==> config.mk <==
export PLATFORM = sky130hd
export DESIGN_NAME = manch_tx
export DESIGN_NICKNAME = d
export VERILOG_FILES = /design/src/rtl/mtx_pkg.sv /design/src/rtl/mtx_nib_shifter.sv /design/src/rtl/mtx_frame_ctrl.sv /design/src/rtl/mtx_line_enc.sv /design/src/rtl/manch_tx.sv
export SDC_FILE = /design/constraint.sdc
export NUM_CORES = 1
export LEC_CHECK = 0
export ABC_AREA = 1
export BUFFER_PORTS_ARGS = -buffer_cell sky130_fd_sc_hd__buf_2
export CAP_MARGIN = 10
export CORE_MARGIN = 3
export CORE_UTILIZATION = 54
export CTS_CLUSTER_SIZE = 14
export DETAILED_ROUTE_END_ITERATION = 16
export PLACE_DENSITY = 0.76
export SYNTH_ARGS = -nofsm -noshare
export SYNTH_HDL_FRONTEND = slang
export SYNTH_SLANG_ARGS = --single-unit
==> constraint.sdc <==
create_clock -name clk -period 1.75 [get_ports clk]
set_input_delay 0.525 -clock clk [delete_from_list [all_inputs] [get_ports clk]]
set_output_delay 0.525 -clock clk [all_outputs]
set_load 0.03 [all_outputs]
==> src/rtl/mtx_pkg.sv <==
package mtx_pkg;

   typedef enum logic [1:0] {
      ST_IDLE = 2'd0,
      ST_SEND = 2'd1,
      ST_TAIL = 2'd2
   } tx_state_e;

endpackage

==> src/rtl/mtx_nib_shifter.sv <==
module mtx_nib_shifter #(
   parameter int NIB_W     = 4,
   parameter bit LSB_FIRST = 1'b1
) (
   input  logic             clk,
   input  logic             rst_n,
   input  logic             load,
   input  logic             shift,
   input  logic [NIB_W-1:0] nib,
   output logic             cur_bit
);

   logic [NIB_W-1:0] sh_q;

   generate
      if (LSB_FIRST) begin : g_lsb
         always_ff @(posedge clk or negedge rst_n) begin
            if (!rst_n)     sh_q <= '0;
            else if (load)  sh_q <= nib;
            else if (shift) sh_q <= {1'b0, sh_q[NIB_W-1:1]};
         end
         assign cur_bit = sh_q[0];
      end else begin : g_msb
         always_ff @(posedge clk or negedge rst_n) begin
            if (!rst_n)     sh_q <= '0;
            else if (load)  sh_q <= nib;
            else if (shift) sh_q <= {sh_q[NIB_W-2:0], 1'b0};
         end
         assign cur_bit = sh_q[NIB_W-1];
      end
   endgenerate

endmodule

==> src/rtl/mtx_frame_ctrl.sv <==
module mtx_frame_ctrl
   import mtx_pkg::*;
#(
   parameter int NIB_W       = 4,
   parameter int TAIL_HALVES = 4
) (
   input  logic      clk,
   input  logic      rst_n,
   input  logic      tx_en,
   output tx_state_e state,
   output logic      phase,
   output logic      load,
   output logic      shift,
   output logic      nib_req
);

   localparam int CNT_W  = (NIB_W > 1) ? $clog2(NIB_W) : 1;
   localparam int TAIL_W = (TAIL_HALVES > 1) ? $clog2(TAIL_HALVES) : 1;
   localparam logic [CNT_W-1:0]  LAST_BIT  = CNT_W'(NIB_W - 1);
   localparam logic [TAIL_W-1:0] LAST_TAIL = TAIL_W'(TAIL_HALVES - 1);

   tx_state_e         state_q;
   logic              phase_q;
   logic [CNT_W-1:0]  bit_cnt_q;
   logic [TAIL_W-1:0] tail_cnt_q;
   logic              at_last_bit;
   logic              boundary;

   assign at_last_bit = (bit_cnt_q == LAST_BIT);
   assign boundary    = (state_q == ST_SEND) && phase_q && at_last_bit;
   assign nib_req     = (state_q == ST_IDLE) || boundary;
   assign load        = nib_req && tx_en;
   assign shift       = (state_q == ST_SEND) && phase_q && !at_last_bit;
   assign state       = state_q;
   assign phase       = phase_q;

   always_ff @(posedge clk or negedge rst_n) begin
      if (!rst_n) begin
         state_q    <= ST_IDLE;
         phase_q    <= 1'b0;
         bit_cnt_q  <= '0;
         tail_cnt_q <= '0;
      end else begin
         unique case (state_q)
            ST_IDLE: begin
               if (tx_en) begin
                  state_q   <= ST_SEND;
                  phase_q   <= 1'b0;
                  bit_cnt_q <= '0;
               end
            end
            ST_SEND: begin
               phase_q <= ~phase_q;
               if (phase_q) begin
                  if (at_last_bit) begin
                     bit_cnt_q <= '0;
                     if (!tx_en) begin
                        state_q    <= ST_TAIL;
                        tail_cnt_q <= '0;
                     end
                  end else begin
                     bit_cnt_q <= bit_cnt_q + 1'b1;
                  end
               end
            end
            ST_TAIL: begin
               if (tail_cnt_q == LAST_TAIL) state_q <= ST_IDLE;
               else                         tail_cnt_q <= tail_cnt_q + 1'b1;
            end
            default: state_q <= ST_IDLE;
         endcase
      end
   end

   // an enable seen high at a boundary starts the next nibble at once
   p_continue_r4: assert property (@(posedge clk) disable iff (!rst_n)
      (boundary && tx_en) |=> (state_q == ST_SEND && !phase_q && bit_cnt_q == '0));

   // while sending, the request appears only in the second half-bit
   p_req_late_r8: assert property (@(posedge clk) disable iff (!rst_n)
      (state_q == ST_SEND && nib_req) |-> $past(state_q == ST_SEND && !phase_q));

endmodule

==> src/rtl/mtx_line_enc.sv <==
module mtx_line_enc
   import mtx_pkg::*;
#(
   parameter bit ONE_LOW_FIRST = 1'b1,
   parameter bit IDLE_LVL      = 1'b0
) (
   input  logic      clk,
   input  logic      rst_n,
   input  tx_state_e state,
   input  logic      phase,
   input  logic      cur_bit,
   output logic      line_out,
   output logic      line_active
);

   logic data_lvl;

   generate
      if (ONE_LOW_FIRST) begin : g_one_low
         assign data_lvl = phase ? cur_bit : ~cur_bit;
      end else begin : g_one_high
         assign data_lvl = phase ? ~cur_bit : cur_bit;
      end
   endgenerate

   always_comb begin
      unique case (state)
         ST_SEND: line_out = data_lvl;
         ST_TAIL: line_out = 1'b1;
         default: line_out = IDLE_LVL;
      endcase
   end

   assign line_active = (state != ST_IDLE);

   // every cell flips the line between its two halves
   p_midcell_r2: assert property (@(posedge clk) disable iff (!rst_n)
      (state == ST_SEND && phase) |-> (line_out != $past(line_out)));

   // the line is high in the last driven cycle of a frame
   p_tail_high_r5: assert property (@(posedge clk) disable iff (!rst_n)
      $fell(line_active) |-> $past(line_out) == 1'b1);

endmodule

==> src/rtl/manch_tx.sv <==
module manch_tx
   import mtx_pkg::*;
#(
   parameter int NIB_W         = 4,
   parameter int TAIL_HALVES   = 4,
   parameter bit LSB_FIRST     = 1'b1,
   parameter bit ONE_LOW_FIRST = 1'b1,
   parameter bit IDLE_LVL      = 1'b0
) (
   input  logic             clk,
   input  logic             rst_n,
   input  logic             tx_en,
   input  logic [NIB_W-1:0] tx_nib,
   output logic             nib_req,
   output logic             line_out,
   output logic             line_active
);

   generate
      if (NIB_W < 2) begin : g_bad_nib
         $error("manch_tx: NIB_W must be at least 2");
      end
      if (TAIL_HALVES < 2 || (TAIL_HALVES % 2) != 0) begin : g_bad_tail
         $error("manch_tx: TAIL_HALVES must be even and at least 2");
      end
   endgenerate

   tx_state_e state;
   logic      phase;
   logic      load;
   logic      shift;
   logic      cur_bit;

   mtx_frame_ctrl #(
      .NIB_W       (NIB_W),
      .TAIL_HALVES (TAIL_HALVES)
   ) u_ctrl (
      .clk     (clk),
      .rst_n   (rst_n),
      .tx_en   (tx_en),
      .state   (state),
      .phase   (phase),
      .load    (load),
      .shift   (shift),
      .nib_req (nib_req)
   );

   mtx_nib_shifter #(
      .NIB_W     (NIB_W),
      .LSB_FIRST (LSB_FIRST)
   ) u_shift (
      .clk     (clk),
      .rst_n   (rst_n),
      .load    (load),
      .shift   (shift),
      .nib     (tx_nib),
      .cur_bit (cur_bit)
   );

   mtx_line_enc #(
      .ONE_LOW_FIRST (ONE_LOW_FIRST),
      .IDLE_LVL      (IDLE_LVL)
   ) u_enc (
      .clk         (clk),
      .rst_n       (rst_n),
      .state       (state),
      .phase       (phase),
      .cur_bit     (cur_bit),
      .line_out    (line_out),
      .line_active (line_active)
   );

   // enable seen while idle opens the frame on the next cycle
   p_start_next_r1: assert property (@(posedge clk) disable iff (!rst_n)
      (!line_active && tx_en) |=> line_active);

   // the line returns to the idle level when the driver releases it
   p_idle_level_r9: assert property (@(posedge clk) disable iff (!rst_n)
      $fell(line_active) |-> (line_out == IDLE_LVL));

endmodule

## After elaboration in Yosys (flattened, before gate mapping)

Cells that the tools add are included.

- Register bits after elaboration: 11
- Input port bits: 7
- Output and inout port bits: 3
- Logic and storage cells: 55

- Add/subtract/negate cells: 2
- Equal/unequal tests: 10
- Multiplexer cells: 21
- Bitwise logic cells: 2
- Reduce and logical (&&, ||, !) cells: 15

Operators with widths:

| cell | count |
|---|---|
| $mux 2 | 12 |
| $reduce_and 5->1 | 2 |
| $mux 4 | 2 |
| $pmux 2 s2 | 2 |
| $reduce_bool 2->1 | 4 |
| $eq 2x2->1 const B | 3 |
| $ne 2x1->1 const B | 3 |
| $ne 2x2->1 const B | 3 |
| $pmux 2 s3 | 1 |
| $add 2x1->2 const B | 2 |
| $logic_and 1x1->1 | 4 |
| $pmux 1 s2 | 2 |
| $reduce_and 3->1 | 1 |
| $eq 2x1->1 const B | 1 |
| $logic_not 2->1 | 1 |
| $mux 1 | 2 |
| $not 1->1 | 2 |
| $reduce_and 2->1 | 1 |
| $logic_not 1->1 | 1 |
| $logic_or 1x1->1 | 1 |

## Longest topological paths before layout

Gate-level depths: netlist of run 1.

- Depth after elaboration: 6
- Gate-level depth with buffers: 8
- Gate-level depth less buffers: 8

## Hierarchy

A second synthesis of run 1 with hierarchy kept.

- Cells, all modules: 84
- Area, all modules: 658.1 µm²

By module, submodules not included:

| module | instances | cells an instance | area each (µm²) |
|---|---|---|---|
| mtx_frame_ctrl | 1 | 49 | 394.1 |
| mtx_nib_shifter | 1 | 21 | 173.9 |
| mtx_line_enc | 1 | 14 | 90.1 |

## Worst setup path after synthesis of run 1

Ideal clock, no wire load.

- Kind: reg-to-output
- Start: register u_ctrl.state_q[1] (netlist: u_ctrl.state[1])
- End: output line_out
- Arrival: 1.561 ns
- Required time: 1.225 ns
- Setup slack: -0.336 ns
- Stages on the path, launching flop included: 5
- Path buffers: 0
- Cells stage by stage: dfrtp_1 inv_1 ha_1 nand3_1 a21boi_0

- Cells in the longest elaborated chain, start to end: 2

Ends and longest elaborated chain:

| element | line | source |
|---|---|---|
| from (decl) | mtx_frame_ctrl.sv:22 | `tx_state_e state_q;` |
| from (signal assigned) | mtx_frame_ctrl.sv:39 | `state_q <= ST_IDLE;` |
| from (signal assigned) | mtx_frame_ctrl.sv:47 | `state_q <= ST_SEND;` |
| from (signal assigned) | mtx_frame_ctrl.sv:58 | `state_q <= ST_TAIL;` |
| $eq 2x2->1 or $eq 2x1->1 (tied branches) | mtx_line_enc.sv:27 | `unique case (state)` |
| $pmux 1 s2 (*) | mtx_line_enc.sv:27 |  |
| to (decl) | manch_tx.sv:15 | `output logic line_out,` |

Mark *: on every way between the ends. The rest lies on a longest branch, timed or not.

## Worst setup path in the final report of run 1

- Start: register u_ctrl.state_q[0] (netlist: u_ctrl.state[0])
- End: output nib_req

- Cells in the longest elaborated chain, start to end: 4

Ends and longest elaborated chain:

| element | line | source |
|---|---|---|
| $eq 2x1->1 | mtx_frame_ctrl.sv:30 | `assign boundary = (state_q == ST_SEND) && phase_q && at_last_bit;` |
| $logic_and 1x1->1 (2 in a row) | mtx_frame_ctrl.sv:30 |  |
| $logic_or 1x1->1 (*) | mtx_frame_ctrl.sv:31 | `assign nib_req = (state_q == ST_IDLE) \|\| boundary;` |
| to (decl) | manch_tx.sv:14 | `output logic nib_req,` |

Marked as above.

==> key figures, run 1 <==
Logic synthesis
  • Most common cell in the netlist: nand2_1
  • Synthesis Warnings: 0
  • Synth Cell Area: around 740 um^2
  • Cell taking the most area after synthesis: dfrtp_1
  • Yosys cell types: 18
  • Synth Net Count: between 100 and 150
  • Synth cell count leaders: nand2_1, nand3_1, dfrtp_1, inv_1, ha_1
  • Sequential area share after synthesis: 0.371
  • Syn Inst Count: 97
  • Post-synth top area share: 0.371
  • Top cells by area, synth: dfrtp_1, nand2_1, ha_1
  • Seq cells post-synth: 11
  • Average size of a mapped cell: 7.65 um^2
  • Dominant synthesized flop cell: dfrtp_1
  • Post-synth ARST share: 1.00
  • Post-synth EDFFs: 0

STA
  • Endpoints failing setup: 2
  • RSZ-0062 raised after global routing: true
  • Minimum clock period: around 1.9 ns
  • Actual slew at the worst max-slew pin: around 0.26 ns
  • Fmax achieved: 534 MHz
  • PnR worst setup slack: -0.122 ns
  • Slew margin rel.: 0.827
  • Final worst path period share: 1.07
  • Hold slack: about 0.11 ns
  • Max-slew violations: 0
  • Worst Clk Skew: about 0.0033 ns
  • Final hold viol count: 0

Routing
  • Routed WL: 1.74 mm
  • Vias: approximately 680
  • DRT antenna net count: 0
  • WL per Instance: approximately 14 um
  • Initial DRC Count: 18
  • DR vias/cell: approximately 5.3
  • DR DRC count: 0
  • Router iterations before antenna repair: 4

Pwr
  • Combinational share of power: 0.645
  • Clk pwr share: 0.096
  • P_leak: 0.496 nW
  • Sw power: around 0.90 mW
  • Sequential share of power: 0.259
  • Peak supply drop: around 1.4 mV
  • Sw Ratio: 0.482
  • Power, Total: 1.86 mW
  • Int Power: between 0.9 and 1 mW
  • Pwr Density: slightly below 2000 mW/mm^2

Clocking
  • Clock latency on the worst-skew pair: approximately 0.27 ns
  • Hold Buf Count CTS: 0
  • Clk pin slew, worst setup/hold paths: approximately 0.08 ns
  • CTS tree: built
  • TritonCTS Sinks: 11
  • Htree depth: 1
  • CTS max path bufs: 2
  • Root Buffer Master: clkbuf_4
  • CTS Buf Count: 3

Floorplanning
  • Die span in x: approximately 43 um
  • # IOs: 10
  • Row cnt: 12
  • Core area: ~0.0012 mm^2
  • DIE AREA: roughly 0.0019 mm^2
  • Die H: around 43 um
  • Initial core utilization: 0.618

Global routing
  • M1 GR Usage: 0.242
  • Vias in the first global route: roughly 660
  • Tot GR Track Use: 0.189
  • Met3 Use GR: 0.0297
  • Initial antenna violation count: 0
  • M2 GR Usage: 0.311
  • First-pass GRT wire length: about 2.7 mm
  • Grt total ovfl: 0
  • Top Usage Layer GRT: met2
  • Largest net degree at the start of global routing: 12

Place
  • Detail Placement HPWL: approximately 1.2 mm
  • Area after DPL: just over 800 um^2
  • PortBufs: 9
  • Routability-driven placement congestion ratio: roughly 0.77
  • Placed insts: between 100 and 150

Final layout
  • Final core utilization: 0.781
  • Layout cells sized above 1: 0.377
  • Fin cells: roughly 130
  • Antenna Cells: 0
  • Post-route cell area: 938 um^2
  • Fin nets: 128
  • Area Overhead vs Synth: 26.5%

Critical path
  • Reg2reg path depth: 9
  • Critical path buffer and inverter count: 2
  • WP data required: 1.22 ns
  • Delay-heaviest family, CP: flip-flops
  • Worst setup EP type: output port
  • Critical Path AT: roughly 1.4 ns
  • Slowest CP cell: dfrtp_2
  • Setup crit start kind: flip-flop
  • R2R Setup Slk: between 0.1 and 0.15 ns
  • CP peak stage delay: 0.45 ns
  • Critical path launch point: u_ctrl.state[0]
  • Levels on crit path: 5
  • CP cell instances: buf_12 -> ha_1 -> nand3_2 -> nand2_4 -> buf_6
  • CP max FO: 3
  • Setup crit end: nib_req
  • Reg-to-Reg End: u_ctrl.state[0]
  • Crit Path Category: reg2out
  • Crit Reg-Reg Startpoint: u_ctrl.state[0]

Run status
  • Failing checks: negative setup slack
  • Status: complete, but fails checks

Flow run
  • Maxcap violations: 0

Min path
  • Hold crit path type: in2async
-- cells by family after synthesis --
kind of cell               share of synthesized area
and+or+nand+nor                                0.401
buffers and inverters                         0.0843
DFF                                            0.371
adders and majority gates                      0.101
AOI/OAI and AO/OA                             0.0422
-- cells in the final DEF, fill, tap and decap left out, types with 3 or more instances in the layout --
cell type / netlist / routed
buf_2: 0 / 6
buf_4: 0 / 5
clkbuf_4: 0 / 3
dfrtp_1: 11 / 9
ha_1: 6 / 3
inv_1: 8 / 4
inv_2: 4 / 8
nand2_1: 31 / 31
nand2_2: 4 / 4
nand3_1: 14 / 13
nand4_1: 3 / 3
o21ai_1: 3 / 3
-- metrics by stage --
stage | worst slack, ns | setup TNS [ns]
final | -0.122 | -0.230
after global routing | -0.153 | -0.296
after CTS | -0.0944 | -0.117
after detailed placement | 0.143 | 0
after global placement | 0.167 | 0
after floorplan | 0.0176 | 0
-- what timing repair did --
item / in CTS / in global routing
resized for setup: 9 / 9
setup endpoints to repair: 3 / 3
buffers inserted: 1 / 1
pin swaps: 1 / 3
-- power by group through the flow --
stage / Sequential, mW / Clock, mW / Combinational [mW]
3_5_place_dp: 0.474 / 0 / 0.949
3_3_place_gp: 0.466 / 0 / 0.920
5_1_grt: 0.497 / 0.184 / 1.33
4_1_cts: 0.472 / 0.180 / 1.03
2_1_floorplan: 0.435 / 0 / 0.754
6_report: 0.482 / 0.178 / 1.20
-- per-layer routing --
| layer | routed length, um | vias up |
|---|---|---|
| met5 | 0 | - |
| met4 | 23 | 0 |
| met3 | 48 | 4 |
| met2 | 865 | 12 |
| met1 | 802 | 324 |
| li1 | - | 342 |
-- cell type report --
class                           count  area (um^2)
Timing Repair Buffer               14          110
Multi-Input combinational cell     72          455
Sequential cell                    11          278
Tap cell                           14         17.5
Fill cell                          86          263
Clock buffer                        4         26.3
Inverter                           13         51.3
-- worst min-delay path by stage --
| stage | start | end | slack (ns) | cells past startpoint |
|---|---|---|---|---|
| finish | rst_n | u_ctrl.tail_cnt_q[1] | 0.11 | 1 |
| floorplan | rst_n | u_ctrl.bit_cnt_q[0] | 0.23 | 0 |
| CTS | rst_n | u_shift.sh_q[0] | 0.12 | 1 |
| global route | rst_n | u_shift.sh_q[0] | 0.12 | 1 |
| global placement | rst_n | u_ctrl.tail_cnt_q[1] | 0.41 | 1 |
| detailed placement | rst_n | u_ctrl.tail_cnt_q[0] | 0.41 | 1 |
-- flip-flops by register name, indices dropped and copies added (netlist names) --
signal / cells
u_shift.sh_q: 4
u_ctrl.bit_cnt_q: 2
u_ctrl.state: 2
u_ctrl.tail_cnt_q: 2
u_ctrl.phase: 1
(Power assumes the default switching activity.)
==> run 2: changes to the inputs <==
- CELL_PAD_IN_SITES_DETAIL_PLACEMENT: unset -> 0
- CELL_PAD_IN_SITES_GLOBAL_PLACEMENT: unset -> 1
- CORE_ASPECT_RATIO: unset -> 0.8
- CORE_UTILIZATION: 54 -> 40
- PLACE_DENSITY: 0.76 -> unset
- PLACE_DENSITY_LB_ADDON: unset -> 0.1
==> run 2 against run 1 <==
The flow still finishes with violations (negative setup slack). Non-clock buffer count rose by 2. Via count is 6.2% lower. Highest routed layer is now met3. Core utilization down 21 points. Critical endpoint is now line_out. Combinational power shrank 6%.
==> key figures, run 2 (same netlist as run 1, synthesis figures left out) <==
Run status
  • Status: complete, but fails checks
  • Failing checks: negative setup slack

Clocking
  • CTS Buf Count: 3
  • Clk pin slew, worst setup/hold paths: ~0.07 ns
  • Root Buffer Master: clkbuf_4
  • CTS tree: built
  • Clock latency on the worst-skew pair: approximately 0.26 ns
  • Htree depth: 1
  • TritonCTS Sinks: 11
  • CTS max path bufs: 2

Pwr
  • P_leak: approximately 0.50 nW
  • Sw Ratio: 0.467
  • Power, Total: 1.78 mW
  • Sequential share of power: 0.270
  • Combinational share of power: 0.636
  • Sw power: 0.833 mW
  • Pwr Density: ~1900 mW/mm^2
  • Clk pwr share: 0.094
  • Peak supply drop: roughly 1.0 mV
  • Int Power: ~0.95 mW

Place
  • Post-place setup slack: ~0.15 ns
  • PortBufs: 9
  • Area after DPL: approximately 830 um^2
  • Detail Placement HPWL: 1.09 mm
  • Routability-driven placement congestion ratio: 0.738

Floorplanning
  • DIE AREA: roughly 0.0024 mm^2
  • Row cnt: 13
  • Core area: 0.00169 mm^2
  • # IOs: 10
  • Die H: roughly 45 um
  • Die span in x: 54.2 um
  • Initial core utilization: 0.439

Final layout
  • Most frequent cells in the layout: nand2_1, nand3_1, dfrtp_1, inv_2, buf_4
  • Filler Cell Count: approximately 160
  • Most flops, register: u_shift.sh_q
  • Area Overhead vs Synth: 29.3%
  • Layout cells sized above 1: 0.388
  • Most common cell after layout, fill and taps aside: nand2_1
  • Max reg flops: 4
  • Antenna Cells: 0
  • Fin nets: between 100 and 150
  • Post-route cell area: 960 um^2

STA
  • Setup_tns: -0.158 ns
  • PnR worst setup slack: -0.0935 ns
  • Endpoints failing setup: 2
  • RSZ-0062 raised after global routing: true
  • Worst Clk Skew: around 0.0037 ns
  • Slew margin rel.: 0.828
  • Minimum clock period: 1.84 ns
  • Fmax achieved: about 540 MHz
  • Final hold viol count: 0
  • Max-slew violations: 0
  • Actual slew at the worst max-slew pin: around 0.26 ns
  • Final worst path period share: 1.05

Global routing
  • Largest net degree at the start of global routing: 12
  • Vias in the first global route: 570
  • Grt total ovfl: 0
  • Tot GR Track Use: 0.145
  • Initial antenna violation count: 0
  • First-pass GRT wire length: approximately 2.5 mm

Critical path
  • CP peak stage delay: between 0.4 and 0.5 ns
  • Slowest CP cell: dfrtp_2
  • CP cell instances: inv_4 -> ha_4 -> a21boi_2 -> buf_6
  • Worst setup EP type: output port
  • Crit Path Category: reg2out
  • CP max FO: 4
  • Critical Path AT: between 1 and 1.5 ns
  • Setup crit start kind: flip-flop
  • WP data required: approximately 1.2 ns

Routing
  • DR DRC count: 0
  • DRT antenna net count: 0
  • Vias: 640
  • Routed WL: between 1 and 1.5 mm
  • WL per Instance: roughly 10 um
  • Initial DRC Count: 10
  • Router iterations before antenna repair: 4
  • DR vias/cell: 4.64

Min path
  • Hold crit path type: in2async

Flow run
  • Maxcap violations: 0
==> run 2: cell types whose count changed in the layout (fill, tap and decap cells not counted), sizes merged <==
cell / before / now
buf: 14 / 16
==> run 2: area by class of cell <==
| type | instances | area, um^2 | share of cell area |
|---|---|---|---|
| multi-input cells | 72 | 458 | 0.477 |
| flip-flops and latches | 11 | 278 | 0.289 |
| repair buffers | 16 | 116 | 0.121 |
| inverters | 13 | 53.8 | 0.0561 |
| well taps | 22 | 27.5 | 0.0287 |
| clock buffers | 4 | 26.3 | 0.0274 |
==> run 2: worst paths after layout <==
check | end | from | depth (start not counted) | slack [ns]
min in group clk | u_ctrl.bit_cnt_q[1] | u_ctrl.bit_cnt_q[1] | 2 | 0.48
setup reg to reg | u_ctrl.state[0] | u_ctrl.state[0] | 9 | 0.20
hold reg to reg | u_ctrl.bit_cnt_q[1] | u_ctrl.bit_cnt_q[1] | 2 | 0.48
hold / removal | u_ctrl.state[1] | rst_n | 1 | 0.12
max in group asynchronous | u_ctrl.phase | rst_n | 1 | 1.41
setup / recovery | line_out | u_ctrl.state[0] | 4 | -0.09
==> run 2: what timing repair did <==
item | CTS | global route
pin swaps | 2 | 1
hold buffers | 0 | 0
setup buffers | 4 | 0
endpoints found under the setup margin | 3 | 3
resized for setup | 17 | 3
==> run 2: layer usage <==
layer | track usage | routed length, um
met1 | 0.198 | 711
met2 | 0.222 | 662
met3 | 0.0505 | 58
met4 | 0.0299 | 0
met5 | 0 | 0
==> run 2: power by group through the flow <==
stage	clock [mW]	sequential, mW	combinational (mW)
after detailed placement	0	0.474	0.929
after global placement	0	0.471	0.934
after CTS	0.177	0.482	1.11
final	0.167	0.483	1.13
after floorplan	0	0.435	0.754
after global routing	0.197	0.505	1.26
==> run 2: stage by stage <==
step / util / hold WS, ns / cells
after floorplan: - / 0.229 / 97
after global routing: 0.567 / 0.114 / 138
after detailed placement: 0.490 / 0.412 / 130
final: 0.567 / 0.119 / 138
after global placement: 0.490 / 0.415 / 130
after CTS: 0.564 / 0.119 / 138
==> run 2: critical path: cells and delay by family (launching register included) <==
family,cells,cell delay [ns]
flip-flops,1,0.43
buffers and inverters,2,0.20
AO/OA/AOI/OAI,1,0.16
adder cells (fa/ha/maj),1,0.25
==> run 3: changes to the inputs <==
- CORE_ASPECT_RATIO: 0.8 -> unset
==> run 3 against run 2 <==
The run still ends with negative setup slack left. Sequential share of layout area rose by 0.50 points. Cell count rose by 0.72%. Critical path depth did not move. Combinational power barely moved. Design area fell by 1.7%. Via count rose by 4.2%. Largest cell class unchanged.
==> key figures, run 3 (same netlist as run 1, synthesis figures left out) <==
Run status
  • Status: complete, but fails checks
  • Failing checks: negative setup slack

Critical path
  • Reg2reg path depth: 8
  • Critical path launch point: u_ctrl.state[0]
  • Reg-to-Reg End: u_ctrl.state[1]
  • Setup crit start kind: flip-flop
  • Critical Path AT: roughly 1.3 ns
  • Setup crit end: line_out
  • R2R Setup Slk: about 0.24 ns
  • CP max FO: 4
  • WP data required: around 1.2 ns
  • Worst setup EP type: output port
  • Crit Reg-Reg Startpoint: u_ctrl.state[0]
  • Crit Path Category: reg2out

Routing
  • Router iterations before antenna repair: 4
  • Routed WL: around 1.5 mm
  • DR DRC count: 0
  • DR vias/cell: 4.80
  • WL per Instance: 10.9 um
  • Vias: approximately 670
  • DRT antenna net count: 0
  • Initial DRC Count: 5

Final layout
  • Antenna Cells: 0
  • Post-route cell area: 943 um^2
  • Storage cell area: about 280 um^2
  • Most flops, register: u_shift.sh_q
  • Fin nets: between 100 and 150
  • Area of the multi-input gates: 450 um^2
  • Most frequent cells in the layout: nand2_1, nand3_1, dfrtp_1, inv_2, buf_4
  • Fin cells: about 140
  • Max reg flops: 4
  • Final core utilization: 0.579
  • Most common cell after layout, fill and taps aside: nand2_1
  • Area Overhead vs Synth: 27.2%
  • Layout cells sized above 1: 0.383
  • Filler Cell Count: 165

Pwr
  • P_leak: roughly 0.5 nW
  • Pwr Density: 1860 mW/mm^2
  • Sw Ratio: 0.474
  • Sequential share of power: 0.273
  • Clk pwr share: 0.099
  • Combinational share of power: 0.628
  • Power, Total: ~1.8 mW
  • Int Power: between 0.9 and 1 mW
  • Sw power: between 0.8 and 0.9 mW
  • Peak supply drop: approximately 1.1 mV

Clocking
  • Clock latency on the worst-skew pair: between 0.2 and 0.3 ns
  • Root Buffer Master: clkbuf_4
  • Htree depth: 1
  • CTS tree: built
  • TritonCTS Sinks: 11
  • Clk pin slew, worst setup/hold paths: 0.07 ns
  • CTS max path bufs: 2
  • CTS Buf Count: 3

STA
  • Worst Clk Skew: between 0.0003 and 0.0004 ns
  • Fmax achieved: approximately 550 MHz
  • Actual slew at the worst max-slew pin: approximately 0.26 ns
  • Hold slack: approximately 0.11 ns
  • Minimum clock period: about 1.8 ns
  • Final worst path period share: 1.05
  • Max-slew violations: 0
  • Endpoints failing setup: 2
  • Slew margin rel.: 0.828
  • Setup_tns: -0.149 ns
  • RSZ-0062 raised after global routing: true
  • Final hold viol count: 0
  • PnR worst setup slack: -0.0848 ns

Global routing
  • First-pass GRT wire length: approximately 2.9 mm
  • Grt total ovfl: 0
  • Initial antenna violation count: 0
  • Tot GR Track Use: 0.151
  • Largest net degree at the start of global routing: 12
  • Vias in the first global route: ~700

Flow run
  • Maxcap violations: 0

Floorplanning
  • DIE AREA: between 0.002 and 0.0025 mm^2
  • # IOs: 10
  • Core area: approximately 0.0016 mm^2
  • Initial core utilization: 0.455
  • Row cnt: 14
  • Die span in x: just under 50 um
  • Die H: 49.1 um

Place
  • PortBufs: 9
  • Detail Placement HPWL: approximately 1.2 mm
  • Area after DPL: ~830 um^2
  • Placed insts: 132
  • Post-place setup slack: roughly 0.14 ns
  • Routability-driven placement congestion ratio: approximately 0.75

Min path
  • Hold crit path type: in2async
[run 3: changes by cell type in the layout (fill, tap and decap cells not counted), sizes merged]
cell | before | now
buf | 16 | 15
[run 3: layer usage]
metal,vias to the layer above,global-route usage,share of wire
met4,0,0.0427,0.0066
met2,14,0.252,0.48
met5,-,0,0
li1,346,-,-
met1,305,0.179,0.47
met3,2,0.0581,0.046
[run 3: power groups by stage]
| stage | clock network [mW] | logic (mW) | registers, mW |
|---|---|---|---|
| floorplan | 0 | 0.754 | 0.435 |
| global placement | 0 | 0.934 | 0.469 |
| detailed placement | 0 | 0.952 | 0.471 |
| CTS | 0.180 | 1.09 | 0.468 |
| global route | 0.193 | 1.25 | 0.499 |
| finish | 0.174 | 1.10 | 0.479 |
[run 3: area by class of cell]
cell class | instances | share of cell area
Timing Repair Buffer | 15 | 0.111
Tap cell | 24 | 0.0318
Multi-Input combinational cell | 72 | 0.477
Inverter | 13 | 0.0570
Clock buffer | 4 | 0.0279
Sequential cell | 11 | 0.294
[run 3: worst min path at each step]
stage / start / to / slack (ns)
6_report: rst_n / u_ctrl.tail_cnt_q[1] / 0.11
5_1_grt: rst_n / u_ctrl.tail_cnt_q[0] / 0.11
4_1_cts: rst_n / u_ctrl.state[1] / 0.12
3_5_place_dp: rst_n / u_ctrl.tail_cnt_q[1] / 0.42
3_3_place_gp: rst_n / u_ctrl.tail_cnt_q[1] / 0.41
2_1_floorplan: rst_n / u_ctrl.bit_cnt_q[0] / 0.23
[run 3: what timing repair did]
action                     CTS  global route
cloned                       0             0
hold buffers                 0             0
resized for setup           13             5
setup endpoints to repair    3             3
pin swaps                    1             4
buffers inserted             2             1
[run 3: worst max-delay path, stage by stage (launching register included)]
cell      delay [ns]
dfrtp_2         0.43
inv_4           0.06
ha_4            0.25
a21boi_2        0.15
buf_6           0.14
